File: src/rtl/opaddr_pkg.sv
package opaddr_pkg;

   typedef enum logic [2:0] {
      ST_IDLE,
      ST_PTR,
      ST_OPW0,
      ST_OPW1,
      ST_DONE,
      ST_ERR
   } seq_st_e;

endpackage

File: src/rtl/opaddr_decode.sv
module opaddr_decode #(
   parameter int INSTR_W  = 16,
   parameter int DISP_W   = 8,
   parameter int IND_POS  = 15,
   parameter int MODE_POS = 8
) (
   input  logic [INSTR_W-1:0] instr_i,
   output logic               indirect_o,
   output logic               ext_mode_o,
   output logic [DISP_W-1:0]  disp_o
);

   if (DISP_W > MODE_POS) begin : g_bad_disp
      $error("displacement overlaps the mode bit");
   end
   if (IND_POS <= MODE_POS + 1 || IND_POS >= INSTR_W) begin : g_bad_ind
      $error("indirection bit position out of range");
   end

   assign indirect_o = instr_i[IND_POS];
   assign ext_mode_o = instr_i[MODE_POS];
   assign disp_o     = instr_i[DISP_W-1:0];

   logic unused_bits;
   assign unused_bits = ^instr_i[IND_POS-1:MODE_POS+1];

endmodule

File: src/rtl/opaddr_adder.sv
module opaddr_adder #(
   parameter int AW = 16,
   parameter int OW = 8
) (
   input  logic [AW-1:0] base_i,
   input  logic [OW-1:0] off_i,
   output logic [AW-1:0] sum_o
);

   if (OW < 1 || OW > AW) begin : g_bad_ow
      $error("offset width must be between 1 and AW");
   end

   logic [AW-1:0] off_ext;

   if (OW < AW) begin : g_zext
      assign off_ext = {{(AW-OW){1'b0}}, off_i};
   end else begin : g_full
      assign off_ext = off_i;
   end

   // modulo 2^AW by truncation
   assign sum_o = base_i + off_ext;

endmodule

File: src/rtl/opaddr_opbank.sv
module opaddr_opbank #(
   parameter int DW = 16,
   parameter int NW = 2
) (
   input  logic                                clk,
   input  logic                                rst_n,
   input  logic                                clr_i,
   input  logic                                ld_i,
   input  logic [((NW > 1) ? $clog2(NW) : 1)-1:0] idx_i,
   input  logic [DW-1:0]                       data_i,
   output logic [NW-1:0][DW-1:0]               word_o
);

   localparam int IW = (NW > 1) ? $clog2(NW) : 1;

   if (NW < 1) begin : g_bad_nw
      $error("at least one operand word required");
   end

   for (genvar i = 0; i < NW; i++) begin : g_word
      always_ff @(posedge clk or negedge rst_n) begin
         if (!rst_n) begin
            word_o[i] <= '0;
         end else if (clr_i) begin
            word_o[i] <= '0;
         end else if (ld_i && idx_i == IW'(i)) begin
            word_o[i] <= data_i;
         end
      end
   end

endmodule

File: src/rtl/opaddr_seq.sv
module opaddr_seq
   import opaddr_pkg::*;
#(
   parameter int AW     = 16,
   parameter int DISP_W = 8
) (
   input  logic              clk,
   input  logic              rst_n,
   input  logic              start_i,
   input  logic              indirect_i,
   input  logic              ext_mode_i,
   input  logic [DISP_W-1:0] disp_i,
   input  logic              dword_i,
   input  logic [AW-1:0]     base_i,
   output logic [AW-1:0]     mem_addr_o,
   output logic              mem_rd_o,
   input  logic              mem_rdy_i,
   input  logic [AW-1:0]     mem_data_i,
   output logic              done_o,
   output logic              err_o,
   output logic [AW-1:0]     ea_o,
   output logic              clr_o,
   output logic              ld_o,
   output logic              ld_idx_o
);

   seq_st_e       state_q;
   logic [AW-1:0] base_r;
   logic [AW-1:0] addr_r;
   logic          dword_r;
   logic [AW-1:0] dir_sum;
   logic [AW-1:0] ptr_sum;

   opaddr_adder #(.AW(AW), .OW(DISP_W)) u_dir_add (
      .base_i (base_i),
      .off_i  (disp_i),
      .sum_o  (dir_sum)
   );

   opaddr_adder #(.AW(AW), .OW(AW)) u_ptr_add (
      .base_i (base_r),
      .off_i  (mem_data_i),
      .sum_o  (ptr_sum)
   );

   always_ff @(posedge clk or negedge rst_n) begin
      if (!rst_n) begin
         state_q <= ST_IDLE;
         base_r  <= '0;
         addr_r  <= '0;
         dword_r <= 1'b0;
      end else begin
         case (state_q)
            ST_IDLE: if (start_i) begin
               base_r  <= base_i;
               dword_r <= dword_i;
               addr_r  <= dir_sum;
               if (ext_mode_i)      state_q <= ST_ERR;
               else if (indirect_i) state_q <= ST_PTR;
               else                 state_q <= ST_OPW0;
            end
            ST_PTR: if (mem_rdy_i) begin
               addr_r  <= ptr_sum;
               state_q <= ST_OPW0;
            end
            ST_OPW0: if (mem_rdy_i) begin
               state_q <= dword_r ? ST_OPW1 : ST_DONE;
            end
            ST_OPW1: if (mem_rdy_i) begin
               state_q <= ST_DONE;
            end
            default: state_q <= ST_IDLE;
         endcase
      end
   end

   assign mem_rd_o   = (state_q == ST_PTR) || (state_q == ST_OPW0) || (state_q == ST_OPW1);
   assign mem_addr_o = (state_q == ST_OPW1) ? addr_r + AW'(1) : addr_r;
   assign done_o     = (state_q == ST_DONE) || (state_q == ST_ERR);
   assign err_o      = (state_q == ST_ERR);
   assign ea_o       = addr_r;
   assign clr_o      = (state_q == ST_IDLE) && start_i;
   assign ld_o       = mem_rdy_i && ((state_q == ST_OPW0) || (state_q == ST_OPW1));
   assign ld_idx_o   = (state_q == ST_OPW1);

   // request and address held while memory stalls
   p_hold_req_r7: assert property (@(posedge clk) disable iff (!rst_n)
      mem_rd_o && !mem_rdy_i |=> mem_rd_o && $stable(mem_addr_o));

   // operand address follows the fetched pointer
   p_ptr_follow_r3: assert property (@(posedge clk) disable iff (!rst_n)
      (state_q == ST_PTR) && mem_rdy_i |=>
         mem_rd_o && (mem_addr_o == AW'(base_r + $past(mem_data_i))));

   // second word read at the next (wrapping) address
   p_second_word_r4: assert property (@(posedge clk) disable iff (!rst_n)
      (state_q == ST_OPW0) && mem_rdy_i && dword_r |=>
         mem_rd_o && (mem_addr_o == AW'($past(mem_addr_o) + 1'b1)));

   // unsupported mode finishes at once without a read
   p_bad_mode_r6: assert property (@(posedge clk) disable iff (!rst_n)
      (state_q == ST_IDLE) && start_i && ext_mode_i |=> done_o && err_o && !mem_rd_o);

   // done is a single-cycle pulse
   p_done_pulse_r8: assert property (@(posedge clk) disable iff (!rst_n)
      done_o |=> !done_o);

   // a start during a read does not abort the read
   p_busy_start_r9: assert property (@(posedge clk) disable iff (!rst_n)
      mem_rd_o && start_i && !mem_rdy_i |=> mem_rd_o);

endmodule

File: src/rtl/opaddr_gen.sv
module opaddr_gen #(
   parameter int AW       = 16,
   parameter int DISP_W   = 8,
   parameter int IND_POS  = 15,
   parameter int MODE_POS = 8
) (
   input  logic          clk,
   input  logic          rst_n,
   input  logic          start_i,
   input  logic [15:0]   instr_i,
   input  logic          dword_i,
   input  logic [AW-1:0] base_i,
   output logic [AW-1:0] mem_addr_o,
   output logic          mem_rd_o,
   input  logic          mem_rdy_i,
   input  logic [AW-1:0] mem_data_i,
   output logic          done_o,
   output logic          err_o,
   output logic [AW-1:0] ea_o,
   output logic [AW-1:0] opnd0_o,
   output logic [AW-1:0] opnd1_o
);

   localparam int NWORDS = 2;

   logic              indirect;
   logic              ext_mode;
   logic [DISP_W-1:0] disp;
   logic              clr;
   logic              ld;
   logic              ld_idx;
   logic [NWORDS-1:0][AW-1:0] words;

   opaddr_decode #(
      .INSTR_W (16),
      .DISP_W  (DISP_W),
      .IND_POS (IND_POS),
      .MODE_POS(MODE_POS)
   ) u_dec (
      .instr_i    (instr_i),
      .indirect_o (indirect),
      .ext_mode_o (ext_mode),
      .disp_o     (disp)
   );

   opaddr_seq #(.AW(AW), .DISP_W(DISP_W)) u_seq (
      .clk        (clk),
      .rst_n      (rst_n),
      .start_i    (start_i),
      .indirect_i (indirect),
      .ext_mode_i (ext_mode),
      .disp_i     (disp),
      .dword_i    (dword_i),
      .base_i     (base_i),
      .mem_addr_o (mem_addr_o),
      .mem_rd_o   (mem_rd_o),
      .mem_rdy_i  (mem_rdy_i),
      .mem_data_i (mem_data_i),
      .done_o     (done_o),
      .err_o      (err_o),
      .ea_o       (ea_o),
      .clr_o      (clr),
      .ld_o       (ld),
      .ld_idx_o   (ld_idx)
   );

   opaddr_opbank #(.DW(AW), .NW(NWORDS)) u_bank (
      .clk    (clk),
      .rst_n  (rst_n),
      .clr_i  (clr),
      .ld_i   (ld),
      .idx_i  (ld_idx),
      .data_i (mem_data_i),
      .word_o (words)
   );

   assign opnd0_o = words[0];
   assign opnd1_o = words[1];

endmodule

File: config.mk
export PLATFORM = sky130hd
export DESIGN_NAME = opaddr_gen
export DESIGN_NICKNAME = d
export VERILOG_FILES = /design/src/rtl/opaddr_pkg.sv /design/src/rtl/opaddr_decode.sv /design/src/rtl/opaddr_adder.sv /design/src/rtl/opaddr_opbank.sv /design/src/rtl/opaddr_seq.sv /design/src/rtl/opaddr_gen.sv
export SDC_FILE = /design/constraint.sdc
export NUM_CORES = 1
export LEC_CHECK = 0
export BUFFER_PORTS_ARGS = -buffer_cell sky130_fd_sc_hd__buf_2
export CAP_MARGIN = 0
export CORE_AREA = 4 4 108 110
export CTS_BUF_LIST = sky130_fd_sc_hd__clkbuf_2
export DETAILED_ROUTE_END_ITERATION = 10
export DIE_AREA = 0 0 112 114
export PLACE_DENSITY_LB_ADDON = 0.15
export SYNTH_ARGS = -nofsm -noshare
export SYNTH_HDL_FRONTEND = slang
export SYNTH_SLANG_ARGS = --single-unit
File: constraint.sdc
create_clock -name clk -period 4.95 [get_ports clk]
set_input_delay 0.7425 -clock clk [delete_from_list [all_inputs] [get_ports clk]]
set_output_delay 0.7425 -clock clk [all_outputs]
set_load 0.005 [all_outputs]
Word-level counts from Yosys, hierarchy flattened

Cells that the tools add are included.

Latch bits: 0
Output and inout port bits: 67
Bits in read-only memories: 0
Flip-flop bits (word level): 68
RAM bits: 0
Memories: 0

$add $sub $neg: 3
Bitwise gates (word level): 1
Shift-type cells: 0
$mul: 0
Reductions and logical operators: 15
Divide/modulo/power cells: 0
Multiplexer cells: 16
Magnitude comparators: 0
Equality and inequality tests: 9

Operator list:

| cell                                                            | number |
|---|---|
| 16-bit two-way mux                                              | 7 |
| 16-bit one-hot mux with 2 select lines                          | 1 |
| 3-bit two-way mux                                               | 6 |
| 16-bit by 1-bit adder with 16-bit output, second input constant | 1 |
| 16-bit adder                                                    | 1 |
| 16-bit by 8-bit adder with 16-bit output                        | 1 |
| 3-bit one-hot mux with 4 select lines                           | 1 |
| 2-bit != test, second input constant                            | 4 |
| 3-bit by 2-bit == test with 1-bit output, second input constant | 2 |
| 3-bit == test, second input constant                            | 2 |
| 2-bit nonzero test                                              | 3 |
| 1-bit logical AND                                               | 4 |
| 1-bit logical OR                                                | 4 |
| 4-bit AND reduction                                             | 1 |
| 3-bit by 1-bit == test with 1-bit output, second input constant | 1 |
| 3-bit logical NOT                                               | 1 |
| 3-bit AND reduction                                             | 1 |
| 2-bit two-way mux                                               | 1 |
| 2-bit AND reduction                                             | 1 |
| 1-bit inverter                                                  | 1 |

Depth between registers and ports, before layout

Word-level depth: 6
Depth in mapped cells: 9
Gate-level depth less buffers: 9

Hierarchy

From an unflattened synthesis, not the netlist that was laid out.

Cell total of the unflattened synthesis: 482
Area total of the unflattened synthesis: 4918.5 um2

By module, submodules not included:

| module                          | area an instance (um2) | instances | cells an instance | seq. area each (um2) |
|---|---|---|---|---|
| opaddr_seq                      | 1954.4                 | 1         | 177               | 900.9 |
| opaddr_opbank                   | 1498.9                 | 1         | 124               | 800.8 |
| opaddr_adder at u_seq.u_ptr_add | 853.3                  | 1         | 107               | 0.0 |
| opaddr_adder at u_seq.u_dir_add | 536.8                  | 1         | 64                | 0.0 |
| opaddr_decode                   | 75.1                   | 1         | 10                | 0.0 |

Worst setup path before layout

OpenSTA, ideal clock, no wires.

Path type: input-to-reg
Start point: input port instr_i[0]
End point: register u_seq.addr_r[12], in the netlist u_seq.ea_o[12]
Required time: 4.818 ns
Path slack: 2.264 ns
Data arrival time: 2.554 ns
Buffers on the path: 0
Library setup time: 0.132 ns
Stages: 9
Path through: ha_1 -> fa_1 -> a211oi_2 -> nor2_1 -> o41a_1 -> and3_1 -> xor2_1 -> a22oi_2 -> o31ai_1

Longest elaborated chain between the ends: 3

RTL lines:

| what                                     | RTL line           | RTL |
|---|---|---|
| start, declared                          | opaddr_gen.sv:10   | `input logic [15:0] instr_i,` |
| 16-bit by 8-bit adder with 16-bit output | opaddr_adder.sv:23 | `assign sum_o = base_i + off_ext;` |
| 16-bit two-way mux                       | opaddr_seq.sv:54   | `ST_IDLE: if (start_i) begin` |
| 16-bit one-hot mux with 2 select lines   | opaddr_seq.sv:53   | `case (state_q)` |
| end signal, assigned                     | opaddr_seq.sv:57   | `addr_r <= dir_sum;` |
| end signal, assigned                     | opaddr_seq.sv:63   | `addr_r <= ptr_sum;` |
| end, declared                            | opaddr_seq.sv:29   | `logic [AW-1:0] addr_r;` |

No other way between the ends. The select of a mux whose other input is x is not followed.
A chain may end at the register's enable or synchronous reset.

Final worst setup path

Start point: register u_seq.state_q[2]
End point: output port mem_addr_o[13]

Longest elaborated chain between the ends: 2

RTL lines:

| what                                     | RTL line         | RTL |
|---|---|---|
| start, declared                          | opaddr_seq.sv:27 | `seq_st_e state_q;` |
| start signal, assigned                   | opaddr_seq.sv:67 | `state_q <= dword_r ? ST_OPW1 : ST_DONE;` |
| 3-bit by 2-bit == test with 1-bit output | opaddr_seq.sv:78 | `assign mem_addr_o = (state_q == ST_OPW1) ? addr_r + AW'(1) : addr_r;` |
| 16-bit two-way mux                       | opaddr_seq.sv:78 |  |
| end, declared                            | opaddr_gen.sv:13 | `output logic [AW-1:0] mem_addr_o,` |

No other way between the ends.

==> summary.md <==
| Metric | Value |
|---|---|
| Core area | 10700 um2 |
| Number of iterations in the first detailed-routing pass | 4 |
| Most instantiated library cell after synthesis | sky130_fd_sc_hd__nand2_1 |
| Vias in the first global route | 3852 |
| First-pass GRT wire length | 19200 um |
| Result of the run | complete, no violations |
| R2r worst-path depth | 7 |
| Yosys warning count | 0 |
| Max stage delay cell, worst path | sky130_fd_sc_hd__dfrtp_1 |
| Top cells by count, synth | 149 x sky130_fd_sc_hd__nand2_1, 68 x sky130_fd_sc_hd__dfrtp_1, 48 x sky130_fd_sc_hd__a21oi_1, 26 x sky130_fd_sc_hd__xnor2_1, 24 x sky130_fd_sc_hd__ha_1 |
| Commonest register cell after synthesis | sky130_fd_sc_hd__dfrtp_1 |
| EDFF count, synth | 0 |
| Clock-pin slew reported for the worst setup and hold paths after clock tree synthesis | 220 ps |
| DIE HEIGHT | 114 um |
| Area of the multi-input gates | 2410 um2 |
| Mean routed wirelength per cell | 15.6 um |
| Crit path largest cell delay | 540 ps |
| Worst r2r dst | u_seq.ea_o[13] |
| Maxcap violations | 0 |
| Number of nets in the synthesized netlist | 575 |
| Crit path buf inv count | 1 |
| Ranking of synthesized cells by area | sky130_fd_sc_hd__dfrtp_1 40%, sky130_fd_sc_hd__nand2_1 13%, sky130_fd_sc_hd__ha_1 7.1% |
| DRC Markers | 0 |
| Buffers on Ports | 113 |
| Layout-stage area growth over the synthesis result | 18.6% |
| R2R Path Start | u_seq.state_q[0] |
| Worst-skew pair later-pin latency | 510 ps |
| Placement Rows | 38 |
| Pleak | 2.49 nW |
| Startpoint Class | register |
| Crit Path Category | register to primary output |
| Nature of the critical path endpoint | primary output |
| Cells along the critical path | and3b_1 -> nand2_2 -> nor2_2 -> and2_2 -> and2b_2 -> nand3_1 -> xnor2_1 -> buf_2 |
| Net total in the final layout | 681 |
| Routed wire length | 11700 um |
| Rel. slew slack | 34.8% |
| First DRT Iteration DRCs | 227 |
| Horizontal die dimension | 112 um |
| Number of buffers inserted during clock tree synthesis | 9 |
| Total power per unit cell area | 580 nW/um2 |
| Data required, critical path | 4210 ps |
| Overflow after GRT | 0 |
| GR Util All Layers | 18.6% |
| Kind of cell adding the most delay to the critical path | simple AND/OR/NAND/NOR gates |
| Proportion of synthesized chip area in sequential cells | 40.3% |
| Share of synthesized registers carrying an async set or reset | 100% |
| Worst-case clock buffer depth | 2 |
| Starting density of the core | 39.5% |
| CTS H-tree depth | 3 |
| Share of cells above drive strength 1 | 24.4% |
| Count of pins over their slew limit | 0 |
| Arr. time, crit path | 2500 ps |
| Post-Synthesis Mean Instance Area | 8.52 um2 |
| Final worst clock skew | 41.4 ps |
| Number of antenna repair diodes | 0 |
| Met1 Resource Use GR | 24.1% |
| Sequential cell area | 1700 um2 |
| Gr busiest metal | met2 |
| CTS Root Cell | sky130_fd_sc_hd__clkbuf_2 |
| Final hold slack | 363 ps |
| Number of setup buffers added after CTS | 0 |
| Setup TNS | 0 ps |
| Maximum VDD drop | 0.000256 V |
| Tcrit/Tclk final | 65.4% |
| Filler cells | 1094 |
| Post-cts repair resize count | 0 |
| TritonCTS Sinks | 68 |
| Antenna violations before repair | 0 |
| Top Ports | 120 |
| RSZ-0062 raised after global routing | false |
| Number of instances in the synthesized netlist | 496 |
| Routing usage on met3 | 4.14% |
| Pin count of the biggest net entering global routing | 43 |
| Total vias in the final route | 3835 |
| Area share of the largest cell type after synthesis | 40.3% |
| R2r setup slk | 2560 ps |
| Number of endpoints with negative hold slack in the final report | 0 |
| CTS tree | built |
| Grt met2 use | 32.5% |
| Largest area contributor in the netlist | sky130_fd_sc_hd__dfrtp_1 |
| Total of flip-flops plus latches after synthesis | 68 |
| Max Clock Freq | 309 MHz |
| # hold bufs at CTS | 0 |
| Die area | 12800 um2 |
| Worst Max-Slew Pin Slew | 978 ps |
| Worst-path maximum fanout | 9 |
| Routability congestion estimate | 0.841 |
| Vias per Instance | 5.13 |
| Setup violations, final | 0 |
| Post-synthesis cell type count | 53 |
| Cell area after synthesis | 4230 um2 |
| Type of the worst min-delay path | primary input to asynchronous set/reset pin |
| Sum of net half-perimeters after detailed placement | 8820 um |
| Time the worst path needs with I/O delays and setup | 3240 ps |
| Number of nets still failing antenna checks after routing | 0 |
cells by family after synthesis:
| kind of cell | count (synthesis) | share of synthesized area, % |
|---|---|---|
| compound gates | 113 | 17.0 |
| xor+xnor | 40 | 8.29 |
| fa+ha+maj | 26 | 8.05 |
| simple gates | 219 | 22.4 |
| mux | 5 | 1.21 |
| flops | 68 | 40.3 |
| buf+inv | 25 | 2.84 |
layout make-up:
class	instances	area share, %
Clock buffer	9	0.899
Tap cell	140	3.50
Clock inverter	7	1.35
Multi-Input combinational cell	403	48.2
Sequential cell	68	34.0
Timing Repair Buffer	117	11.9
Inverter	3	0.225
sequential cells by signal, indices dropped and copies added, names as in the netlist:
name	flops
u_seq.state_q	3
u_seq.base_r	16
u_seq.dword_r	1
u_bank.word_o	32
u_seq.ea_o	16
where the power goes:
group / switching (mW) / internal, mW / leakage [nW]
Clock: 0.210 / 0.114 / 0.0669
Combinational: 0.861 / 0.679 / 1.54
Sequential: 0.229 / 0.813 / 0.879
worst max path at each step:
stage | startpoint | end | slack [ps] | cells past startpoint
floorplan | instr_i[0] | u_seq.ea_o[12] | 2260 | 9
global placement | instr_i[0] | u_seq.ea_o[12] | 2030 | 10
global route | u_seq.state_q[0] | mem_addr_o[15] | 1380 | 8
finish | u_seq.state_q[2] | mem_addr_o[13] | 1710 | 8
CTS | u_seq.state_q[0] | mem_addr_o[13] | 1630 | 8
detailed placement | instr_i[0] | u_seq.ea_o[12] | 2010 | 10
routing by layer:
layer | up-vias | share of wire [%]
met5 | - | 0
met4 | 0 | 0.83
li1 | 1908 | -
met1 | 1832 | 44
met2 | 88 | 51
met3 | 7 | 4.6
through the flow:
stage	setup slack, ps	utilization [%]	instances	power (mW)	cell area [um2]
2_1_floorplan	2260	-	496	2.06	4230
3_3_place_gp	2030	45.8	731	2.58	4900
3_5_place_dp	2010	45.8	731	2.62	4900
4_1_cts	1630	46.8	747	2.95	5010
5_1_grt	1380	46.8	747	3.20	5010
6_report	1710	46.8	747	2.90	5010
cell usage in the layout, fill, tap and decap left out, types with 3 or more instances in the layout:
cell type / instances
sky130_fd_sc_hd__a211oi_1: 6
sky130_fd_sc_hd__a21o_1: 6
sky130_fd_sc_hd__a21oi_1: 48
sky130_fd_sc_hd__a21oi_2: 3
sky130_fd_sc_hd__a22oi_1: 3
sky130_fd_sc_hd__and2_1: 5
sky130_fd_sc_hd__and3_1: 8
sky130_fd_sc_hd__buf_2: 113
sky130_fd_sc_hd__buf_4: 4
sky130_fd_sc_hd__clkbuf_2: 9
sky130_fd_sc_hd__dfrtp_1: 68
sky130_fd_sc_hd__ha_1: 24
sky130_fd_sc_hd__inv_1: 3
sky130_fd_sc_hd__mux2i_1: 4
sky130_fd_sc_hd__nand2_1: 149
sky130_fd_sc_hd__nand3_1: 9
sky130_fd_sc_hd__nand4_1: 4
sky130_fd_sc_hd__nor2_1: 22
sky130_fd_sc_hd__nor2b_1: 4
sky130_fd_sc_hd__nor3_1: 4
sky130_fd_sc_hd__o211ai_1: 3
sky130_fd_sc_hd__o21a_1: 3
sky130_fd_sc_hd__o21ai_0: 20
sky130_fd_sc_hd__o221ai_1: 3
sky130_fd_sc_hd__xnor2_1: 26
sky130_fd_sc_hd__xor2_1: 14
(Power assumes the default switching activity.)
